$ cat config.mk
export PLATFORM = sky130hd
export DESIGN_NAME = intr_level_arbiter
export DESIGN_NICKNAME = d
export VERILOG_FILES = /design/src/rtl/intr_arb_pkg.sv /design/src/rtl/arb_gate_ctrl.sv /design/src/rtl/arb_pick_dp.sv /design/src/rtl/intr_level_arbiter.sv
export SDC_FILE = /design/constraint.sdc
export NUM_CORES = 1
export LEC_CHECK = 0
export BUFFER_PORTS_ARGS = -buffer_cell sky130_fd_sc_hd__buf_2
export CAP_MARGIN = 40
export CORE_MARGIN = 8
export CORE_UTILIZATION = 42
export DETAILED_ROUTE_END_ITERATION = 12
export PLACE_DENSITY = 0.79
export SLEW_MARGIN = 10
export SYNTH_ARGS = -nofsm -noshare
export SYNTH_HDL_FRONTEND = slang
export SYNTH_HIERARCHICAL = 1
export SYNTH_SLANG_ARGS = --single-unit
$ cat constraint.sdc
create_clock -name clk -period 0.8 [get_ports clk]
set_input_delay 0.12 -clock clk [delete_from_list [all_inputs] [get_ports clk]]
set_output_delay 0.12 -clock clk [all_outputs]
set_load 0.05 [all_outputs]
$ cat src/rtl/intr_arb_pkg.sv
package intr_arb_pkg;

  localparam int ID_NMI      = 0;
  localparam int ID_BRK      = 1;
  localparam int ID_IRQ_BASE = 2;

  // Strobes from the mask control to the pick datapath.
  typedef struct packed {
    logic openLvl0;   // level-0 lines may be accepted
    logic openLvl1;   // level-1 lines may be accepted
  } gateStrobes_t;

endpackage

$ cat src/rtl/arb_gate_ctrl.sv
module arb_gate_ctrl
  import intr_arb_pkg::*;
(
  input  logic         maskI,
  input  logic         maskUi,
  output gateStrobes_t gates
);

  // The global mask alone closes level 0.
  // Level 1 closes only when both masks are set.
  always_comb begin
    gates.openLvl0 = !maskI;
    gates.openLvl1 = !(maskI && maskUi);
  end

endmodule

$ cat src/rtl/arb_pick_dp.sv
module arb_pick_dp
  import intr_arb_pkg::*;
#(
  parameter int NUM_IRQ = 8,
  parameter int ID_W    = $clog2(NUM_IRQ + ID_IRQ_BASE)
) (
  input  logic                 clk,
  input  logic                 rstN,
  input  logic                 nmiReq,
  input  logic                 brkReq,
  input  logic [NUM_IRQ-1:0]   irqReq,
  input  logic [NUM_IRQ-1:0]   irqEn,
  input  logic [NUM_IRQ/2-1:0] pairLevel,
  input  gateStrobes_t         gates,
  output logic                 grantValid,
  output logic [ID_W-1:0]      grantId
);

  localparam int IDX_W  = (NUM_IRQ > 1) ? $clog2(NUM_IRQ) : 1;
  localparam int MAX_ID = ID_IRQ_BASE + NUM_IRQ - 1;

  logic [NUM_IRQ-1:0] levelOfIrq;
  logic [NUM_IRQ-1:0] liveReq;
  logic [NUM_IRQ-1:0] candLvl1;
  logic [NUM_IRQ-1:0] candLvl0;
  logic [IDX_W-1:0]   pickLvl1;
  logic [IDX_W-1:0]   pickLvl0;
  logic               nextValid;
  logic [ID_W-1:0]    nextId;

  // One level bit covers two adjacent lines.
  for (genvar n = 0; n < NUM_IRQ; n++) begin : g_pairMap
    assign levelOfIrq[n] = pairLevel[n/2];
  end

  assign liveReq  = irqReq & irqEn;
  assign candLvl1 = liveReq &  levelOfIrq & {NUM_IRQ{gates.openLvl1}};
  assign candLvl0 = liveReq & ~levelOfIrq & {NUM_IRQ{gates.openLvl0}};

  // Lowest set index wins within a level.
  always_comb begin
    pickLvl1 = '0;
    pickLvl0 = '0;
    for (int n = NUM_IRQ - 1; n >= 0; n--) begin
      if (candLvl1[n]) pickLvl1 = IDX_W'(n);
      if (candLvl0[n]) pickLvl0 = IDX_W'(n);
    end
  end

  // Rank: NMI, level-1 lines, address break, level-0 lines.
  always_comb begin
    nextValid = 1'b1;
    nextId    = '0;
    if (nmiReq) begin
      nextId = ID_W'(ID_NMI);
    end else if (|candLvl1) begin
      nextId = ID_W'(ID_IRQ_BASE) + ID_W'(pickLvl1);
    end else if (brkReq) begin
      nextId = ID_W'(ID_BRK);
    end else if (|candLvl0) begin
      nextId = ID_W'(ID_IRQ_BASE) + ID_W'(pickLvl0);
    end else begin
      nextValid = 1'b0;
    end
  end

  always_ff @(posedge clk or negedge rstN) begin
    if (!rstN) begin
      grantValid <= 1'b0;
      grantId    <= '0;
    end else begin
      grantValid <= nextValid;
      grantId    <= nextId;
    end
  end

  AST_NMI_TOP: assert property (@(posedge clk) disable iff (!rstN)
    nmiReq |=> (grantValid && grantId == ID_W'(ID_NMI)));
  AST_BRK_TAKEN: assert property (@(posedge clk) disable iff (!rstN)
    (brkReq && !nmiReq && !gates.openLvl1) |=> (grantValid && grantId == ID_W'(ID_BRK)));
  AST_FULL_HOLD: assert property (@(posedge clk) disable iff (!rstN)
    (!gates.openLvl1 && !nmiReq && !brkReq) |=> !grantValid);
  AST_DISABLED_QUIET: assert property (@(posedge clk) disable iff (!rstN)
    (!nmiReq && !brkReq && ((irqReq & irqEn) == '0)) |=> !grantValid);
  AST_ID_LEGAL: assert property (@(posedge clk) disable iff (!rstN)
    grantValid |-> (grantId <= ID_W'(MAX_ID)));
  AST_IDLE_ZERO: assert property (@(posedge clk) disable iff (!rstN)
    !grantValid |-> (grantId == '0));

endmodule

$ cat src/rtl/intr_level_arbiter.sv
module intr_level_arbiter
  import intr_arb_pkg::*;
#(
  parameter int NUM_IRQ = 8,
  parameter int ID_W    = $clog2(NUM_IRQ + ID_IRQ_BASE)
) (
  input  logic                 clk,
  input  logic                 rstN,
  input  logic                 nmiReq,
  input  logic                 brkReq,
  input  logic [NUM_IRQ-1:0]   irqReq,
  input  logic [NUM_IRQ-1:0]   irqEn,
  input  logic [NUM_IRQ/2-1:0] pairLevel,
  input  logic                 maskI,
  input  logic                 maskUi,
  output logic                 grantValid,
  output logic [ID_W-1:0]      grantId
);

  gateStrobes_t gates;

  arb_gate_ctrl u_ctrl (
    .maskI  (maskI),
    .maskUi (maskUi),
    .gates  (gates)
  );

  arb_pick_dp #(
    .NUM_IRQ (NUM_IRQ),
    .ID_W    (ID_W)
  ) u_dp (
    .clk        (clk),
    .rstN       (rstN),
    .nmiReq     (nmiReq),
    .brkReq     (brkReq),
    .irqReq     (irqReq),
    .irqEn      (irqEn),
    .pairLevel  (pairLevel),
    .gates      (gates),
    .grantValid (grantValid),
    .grantId    (grantId)
  );

endmodule

### After elaboration in Yosys (flattened, before gate mapping)

Cells that the tools add are included.
W data, S select, Z words.

* bits in registers: 5
* word-level logic and storage cells: 39

* add/sub/neg operators: 2
* mux-type cells: 24
* bitwise logic cells: 6
* reduce and logical (&&, ||, !) cells: 5

Operator list (count)
* $mux W3: 16
* $and A8 B8 Y8: 5
* $mux W4: 4
* $reduce_or A8 Y1: 2
* $add A2 B3 Y4 const A: 2
* $not A8 Y8: 1
* $mux W1: 4
* $logic_not A1 Y1: 2
* $logic_and A1 B1 Y1: 1

### Depth between registers and ports, before layout

Gate-level depths: netlist of run 1.

* word-level depth: 16
* mapped depth: 9
* depth with buffers taken out: 8

### Cells and area by module

Netlist of run 1, hierarchy kept.

Modules (own cells, without submodules)
* arb_pick_dp: times used 1, cells each 71, area each 555.5 µm², sequential area each 125.1 µm²
* arb_gate_ctrl: times used 1, cells each 2, area each 7.5 µm², sequential area each 0.0 µm²

### Least setup slack after synthesis of run 1

Ideal clock, no wire load.

* path type: in2reg
* start point: input port maskUi
* end point: register u_dp.grantId[2]
* arrival time: 1.222 ns
* path slack: -0.542 ns
* cell stages on the path: 9
* buffers on the path: 1
* cell sequence: nand2_1 clkbuf_2 nand2_1 a311oi_1 a21oi_1 a31oi_1 ha_1 nand2_1 a21oi_1

* longest elaborated chain between the ends: 14

Ends and longest elaborated chain
* from (decl): RTL line intr_level_arbiter.sv:15 `input logic maskUi,`
* $logic_and A1 B1 Y1 *: RTL line arb_gate_ctrl.sv:13 `gates.openLvl1 = !(maskI && maskUi);`
* $logic_not A1 Y1 *: RTL line arb_gate_ctrl.sv:13
* $and A8 B8 Y8 *: RTL line arb_pick_dp.sv:37 `assign candLvl1 = liveReq & levelOfIrq & {NUM_IRQ{gates.openLvl1}};`
* $mux W3 (8 in a row): RTL line arb_pick_dp.sv:45 `if (candLvl1[n]) pickLvl1 = IDX_W'(n);`
* $add A2 B3 Y4: RTL line arb_pick_dp.sv:57 `nextId = ID_W'(ID_IRQ_BASE) + ID_W'(pickLvl1);`
* $mux W4 *: RTL line arb_pick_dp.sv:56 `end else if (|candLvl1) begin`
* $mux W4 *: RTL line arb_pick_dp.sv:54 `if (nmiReq) begin`
* net u_dp.nextId[2]: RTL line arb_pick_dp.sv:29 `logic [ID_W-1:0] nextId;`
* to (signal assigned): RTL line arb_pick_dp.sv:73 `grantId <= nextId;`
* to (decl): RTL line arb_pick_dp.sv:16 `output logic [ID_W-1:0] grantId`

Mark *: on every way through the listed nets, which the timed path passes. The rest lies on a longest branch.

### Final worst setup path of run 1

* start point: input port irqReq[5]
* end point: register u_dp.grantId[2]

* longest elaborated chain between the ends: 14

Ends and longest elaborated chain
* from (decl): RTL line intr_level_arbiter.sv:11 `input logic [NUM_IRQ-1:0] irqReq,`
* $and A8 B8 Y8 *: RTL line arb_pick_dp.sv:36 `assign liveReq = irqReq & irqEn;`
* $and A8 B8 Y8 (2 in a row): RTL line arb_pick_dp.sv:38 `assign candLvl0 = liveReq & ~levelOfIrq & {NUM_IRQ{gates.openLvl0}};`
* $mux W3 (6 in a row): RTL line arb_pick_dp.sv:46 `if (candLvl0[n]) pickLvl0 = IDX_W'(n);`
* $add A2 B3 Y4: RTL line arb_pick_dp.sv:61 `nextId = ID_W'(ID_IRQ_BASE) + ID_W'(pickLvl0);`
* $mux W4: RTL line arb_pick_dp.sv:60 `end else if (|candLvl0) begin`
* $mux W4: RTL line arb_pick_dp.sv:58 `end else if (brkReq) begin`
* $mux W4 *: RTL line arb_pick_dp.sv:56
* $mux W4 *: RTL line arb_pick_dp.sv:54
* net u_dp.nextId[2]: RTL line arb_pick_dp.sv:29

Marked as above.

==> results of run 1 <==
power breakdown:
part / switching [mW] / internal [mW] / leakage [nW]
Clock: 0.134 / 0.191 / 0.0150
Combinational: 0.406 / 0.373 / 0.492
Sequential: 0.0100 / 0.273 / 0.0627
layout by cell type (no fill, tap or decap), types with 2 or more instances in the layout:
cell	Yosys	final
nand2_1	13	11
buf_2	0	17
buf_4	0	18
nand2b_1	3	2
dfrtp_1	5	5
and2_1	2	2
a22o_4	0	2
a211oi_2	1	2
a21oi_1	4	2
nand3_1	4	3
a22oi_2	0	2
clkbuf_4	0	3
a31oi_4	0	2
nor2b_1	3	2
ha_1	2	2
buf_6	0	18
nor2_1	5	4
state kept, by name, indices dropped and copies added, names as in the netlist:
register         flops
u_dp/grantId         4
u_dp/grantValid      1
final cells by class:
cell class	instances	area (um^2)	share of cell area (%)
well taps	15	18.8	1.56
multi-input cells	65	591	49.0
clock buffers	4	26.3	2.18
repair buffers	54	433	35.9
inverters	2	12.5	1.04
flip-flops and latches	5	125	10.4
cell families (layout without fill, tap and decap cells):
family,count (synthesis),after routing,synth area share (%)
adders and majority gates,2,2,4.44
buffers and inverters,3,60,2.22
and+or+nand+nor,38,38,35.1
DFF,5,5,22.2
AOI/OAI and AO/OA,25,25,36.0
how the worst max path moves through the flow:
stage,to,depth (start not counted),slack [ns]
global placement,u_dp/grantId[2]$_DFF_PN0_,9,-0.70
floorplan,u_dp/grantId[2]$_DFF_PN0_,7,-0.51
global route,u_dp/grantId[2]$_DFF_PN0_,9,-0.61
detailed placement,u_dp/grantId[2]$_DFF_PN0_,9,-0.81
CTS,u_dp/grantId[2]$_DFF_PN0_,8,-0.40
finish,u_dp/grantId[2]$_DFF_PN0_,8,-0.54
repair_timing:
action,CTS,global route
hold endpoints to repair,5,0
endpoints found under the setup margin,10,10
hold buffers,1,0
resized for setup,43,12
buffers inserted,2,1
pin swaps,15,9
cells in the mapped netlist (all sizes together) (2+ instances only):
cell and count:
nand2 13, dfrtp 5, nor2 5, a21oi 4, nand3 4, a22o 3
a31oi 3, and2 3, nand2b 3, nor2b 3, a211oi 2, a22oi 2
ha 2, inv 2
metal layers:
| layer | wire [um] | up-vias | share of wire (%) |
|---|---|---|---|
| met5 | 0 | - | 0 |
| met4 | 281 | 0 | 8.6 |
| met3 | 260 | 36 | 8.0 |
| met2 | 1610 | 94 | 49 |
| met1 | 1110 | 437 | 34 |
| li1 | - | 402 | - |
stage by stage:
| step | cells | area (um^2) | setup WS (ns) | util [%] | TNS [ns] |
|---|---|---|---|---|---|
| 6_report | 145 | 1210 | -0.541 | 95.1 | -2.63 |
| 3_5_place_dp | 137 | 878 | -0.813 | 69.2 | -3.59 |
| 2_1_floorplan | 73 | 573 | -0.512 | - | -2.37 |
| 4_1_cts | 144 | 1130 | -0.402 | 89.1 | -2.00 |
| 3_3_place_gp | 137 | 878 | -0.699 | 69.2 | -3.29 |
| 5_1_grt | 145 | 1210 | -0.607 | 95.1 | -2.92 |
critical path: cells and delay by family:
family	cells	cell delay (ns)
compound gates	5	0.87
fa+ha+maj	1	0.29
buf+inv	1	0.10
simple gates	1	0.10
==> flow_summary.toml, run 1 <==
[status]
status = "complete, but fails checks"
violations = "setup timing"

[yosys]
synth_edf_count = 0
seq_area_frac_synth_pct = 22.2
yosysTopAreaCell = "dfrtp_1"
yosysTopAreaCellShare_pct = 22.2
synthesis.area_um2 = 563
synthCells = 73
synth-async-reset-ratio_pct = 100
synthesis.nets = 101
synth-seq-cells = 5
synth.avg_cell_area_um2 = 7.71
synthFlopType = "dfrtp_1"
yosys_warnings = 6
synth_cell_types = 35
synth_area_leaders = "dfrtp_1 22%, nand2_1 8.7%, a22o_1 4.7%"

[setup_path]
crit_path_top_delay_cell = "ha_1"
cp_max_fo = 2
required_ns = 0.95
critPathLaunchType = "input pin"
worst_setup_path_startpoint = "irqReq[5]"
worstSetupPathType = "input pin to register"
slowest_delay_ns = 0.29
cp_cell_sequence = "buf_6 -> a22o_4 -> a311oi_2 -> a21oi_1 -> a31oi_1 -> ha_1 -> nand2_1 -> a21oi_2"
critPathCaptureType = "register"
worstPathArrival_ns = 1.49

[floorplan]
die_w_um = 52.6
ios = 31
initial_core_util_pct = 44.4
die_area_mm2 = 0.00277
rows = 13
dieHeight_um = 52.6
core_area_mm2 = 0.00127

[power_and_ir_drop]
leakage_nw = 0.570
power_mw = 1.39
power_density_mw_per_mm2 = 1150
vdd_ir_drop_max_v = 0.000623

[routing]
via_per_inst = 6.68
drt_iter0_drc = 58
vias = 969
wirelength_mm = 3.27
drtPass1Iterations = 4
wire_per_inst_um = 22.5
ant_nets = 0
drc = 0

[sta]
worst_pin_slew_ns = 0.249
clock.fmax_mhz = 746
rsz0062_at_grt = "yes"
setup_ws_ns = -0.541
timing.final.crit_share_pct = 168
max-slew-margin-rel_pct = 83.3
hold_viol_final = 0
hold_ws_ns = 0.106
slew_viol_final = 0
setup_viol_count_final = 10
period_needed_ns = 1.34

[layout]
fillCellCount = 34
drive_gt1_share_pct = 64.6
diodes = 0
nets = 159
layout-area-overhead-vs-synth_pct = 114

[min_path]
hold_end = "u_dp/grantId[2]$_DFF_PN0_"
holdCritStartpoint = "nmiReq"
hp-class = "input pin to register"
worstHoldPathCells = 2

[global_route]
grt_pass1_wl_mm = 4.18
use_met3_pct = 5.11
globalRoute.busiestLayer = "met2"
grt_usage_pct = 19.7
grt_pass1_vias = 993
antenna_found_initial = 0
use_met2_pct = 36.8
overflow = 0
grt_max_degree = 7
grtUsageMet1_pct = 17.1

[placed_design]
dp_hpwl_mm = 1.70
place.gp.congestion = 0.833
port_buffers = 30

[clocking]
cts_tree = "done"
root_buffer = "clkbuf_4"
cts_made_buffers = 3
clockBufferDepth = 2
path_clk_slew_ns = 0.05
cts.htree.levels = 1
clkSinkCount = 5

[flow_run]
max_cap_viol_count = 0
(Power assumes the default switching activity.)
==> run 2, diff against run 1 <==
==> constraint.sdc (replaced) <==
create_clock -name clk -period 0.8 [get_ports clk]
set_input_delay 0.12 -clock clk [delete_from_list [all_inputs] [get_ports clk]]
set_output_delay 0.12 -clock clk [all_outputs]
set_load 0.01 [all_outputs]
==> flow_summary.toml, run 2 (same netlist as run 1, synthesis figures left out) <==
[setup_path]
cp_top_family = "simple AND/OR/NAND/NOR gates"
crit_buf_inv = 2
critPathLaunchType = "input pin"
worstPathArrival_ns = 1.47
critPathCaptureType = "register"
crit_path_top_delay_cell = "ha_1"
worstSetupPathType = "input pin to register"
slowest_delay_ns = 0.27
worst_setup_path_startpoint = "maskI"
required_ns = 0.97
cp_cell_sequence = "buf_6 -> inv_6 -> nor2b_1 -> nand2_1 -> nand2_1 -> nor2_1 -> ha_1 -> nand3_1 -> a21oi_2"
cp_common_cell = "nand2_1"
cp_max_fo = 6

[power_and_ir_drop]
vdd_ir_drop_max_v = 0.000618
power_density_mw_per_mm2 = 1080
leakage_nw = 0.562

[floorplan]
die_area_mm2 = 0.00277
core_area_mm2 = 0.00127
die_w_um = 52.6
initial_core_util_pct = 44.4
ios = 31
dieHeight_um = 52.6
rows = 13

[global_route]
grt_pass1_wl_mm = 4.08
antenna_found_initial = 0
grt_max_degree = 7
grt_usage_pct = 18.9
grt_pass1_vias = 962
overflow = 0

[clocking]
cts_tree = "done"
root_buffer = "clkbuf_4"
clockBufferDepth = 2
cts_made_buffers = 3
path_clk_slew_ns = 0.05
clkSinkCount = 5
cts.htree.levels = 1

[sta]
timing.final.crit_share_pct = 163
rsz0062_at_grt = "yes"
hold_viol_final = 0
setup_viol_count_final = 10
period_needed_ns = 1.30
clock.fmax_mhz = 769
max-slew-margin-rel_pct = 84.2
setup_ws_ns = -0.501
setup_tns_ns = -2.27
slew_viol_final = 0
worst_pin_slew_ns = 0.238

[routing]
wl_met2_mm = 1.60
drc = 0
via_per_inst = 6.64
wire_per_inst_um = 21.8
vias = 963
wirelength_mm = 3.16
ant_nets = 0
top_layer = "met4"
wl_met3_um = 319
drtPass1Iterations = 5
wirelength_met1_mm = 1.01
drt_iter0_drc = 61

[layout]
final_common_cell = "buf_2"
nets = 159
fillCellCount = 39
top_register = "u_dp/grantId"
drive_gt1_share_pct = 64.6
layout-area-overhead-vs-synth_pct = 112
reg.largest.list = "u_dp/grantId (4), u_dp/grantValid (1)"
largest_reg_flops = 4
mostFrequentLayoutCells = "20 x buf_2, 19 x buf_4, 14 x buf_6"
diodes = 0

[min_path]
hold_end = "u_dp/grantId[2]$_DFF_PN0_"
worstHoldPathCells = 2
holdCritStartpoint = "nmiReq"
hp-class = "input pin to register"

[flow_run]
max_cap_viol_count = 0

[placed_design]
pre_cts_slack_ns = -0.813
dp_hpwl_mm = 1.70
place.gp.congestion = 0.833
port_buffers = 30

[status]
status = "complete, but fails checks"
violations = "setup timing"
==> run 2: stage by stage <==
stage               instances  util, %  hold WS [ns]  area, um^2  total power, mW
floorplan                  73        -        -0.176         573            0.505
global placement          137     69.2       -0.0649         878            0.715
detailed placement        137     69.2       -0.0628         878            0.731
CTS                       144     86.6         0.102        1100             1.14
global route              145     94.0         0.107        1190             1.34
finish                    145     94.0         0.125        1190             1.28
==> run 2: power by group <==
group	total [mW]	internal [mW]	switching [mW]	leakage, nW
Combinational	0.698	0.357	0.341	0.484
Clock	0.306	0.189	0.117	0.0150
Sequential	0.279	0.273	0.00614	0.0627
==> run 2: final cells by class <==
| class | instances | area (um^2) | share of cell area [%] |
|---|---|---|---|
| Inverter | 2 | 12.5 | 1.05 |
| Timing Repair Buffer | 54 | 410 | 34.4 |
| Tap cell | 15 | 18.8 | 1.57 |
| Sequential cell | 5 | 125 | 10.5 |
| Clock buffer | 4 | 26.3 | 2.20 |
| Multi-Input combinational cell | 65 | 599 | 50.3 |
==> run 2: worst max-delay path by stage <==
stage,cells past startpoint,slack [ns],end
5_1_grt,8,-0.53,u_dp/grantId[2]$_DFF_PN0_
6_report,9,-0.50,u_dp/grantId[2]$_DFF_PN0_
3_5_place_dp,9,-0.81,u_dp/grantId[2]$_DFF_PN0_
3_3_place_gp,9,-0.70,u_dp/grantId[2]$_DFF_PN0_
2_1_floorplan,7,-0.51,u_dp/grantId[2]$_DFF_PN0_
4_1_cts,8,-0.40,u_dp/grantId[2]$_DFF_PN0_
==> run 2: repair_timing <==
action                                 CTS  global route
setup endpoints to repair               10            10
resized for setup                       33            15
endpoints found under the hold margin    5             0
pin swaps                               15             8
hold buffers                             1             0
buffers inserted                         2             1
gates cloned                             0             0
==> run 2: metal layers <==
metal	vias to the layer above	global-route usage [%]
met3	29	5.11
met2	94	36.6
li1	405	-
met4	0	10.8
met5	-	0
met1	435	16.9
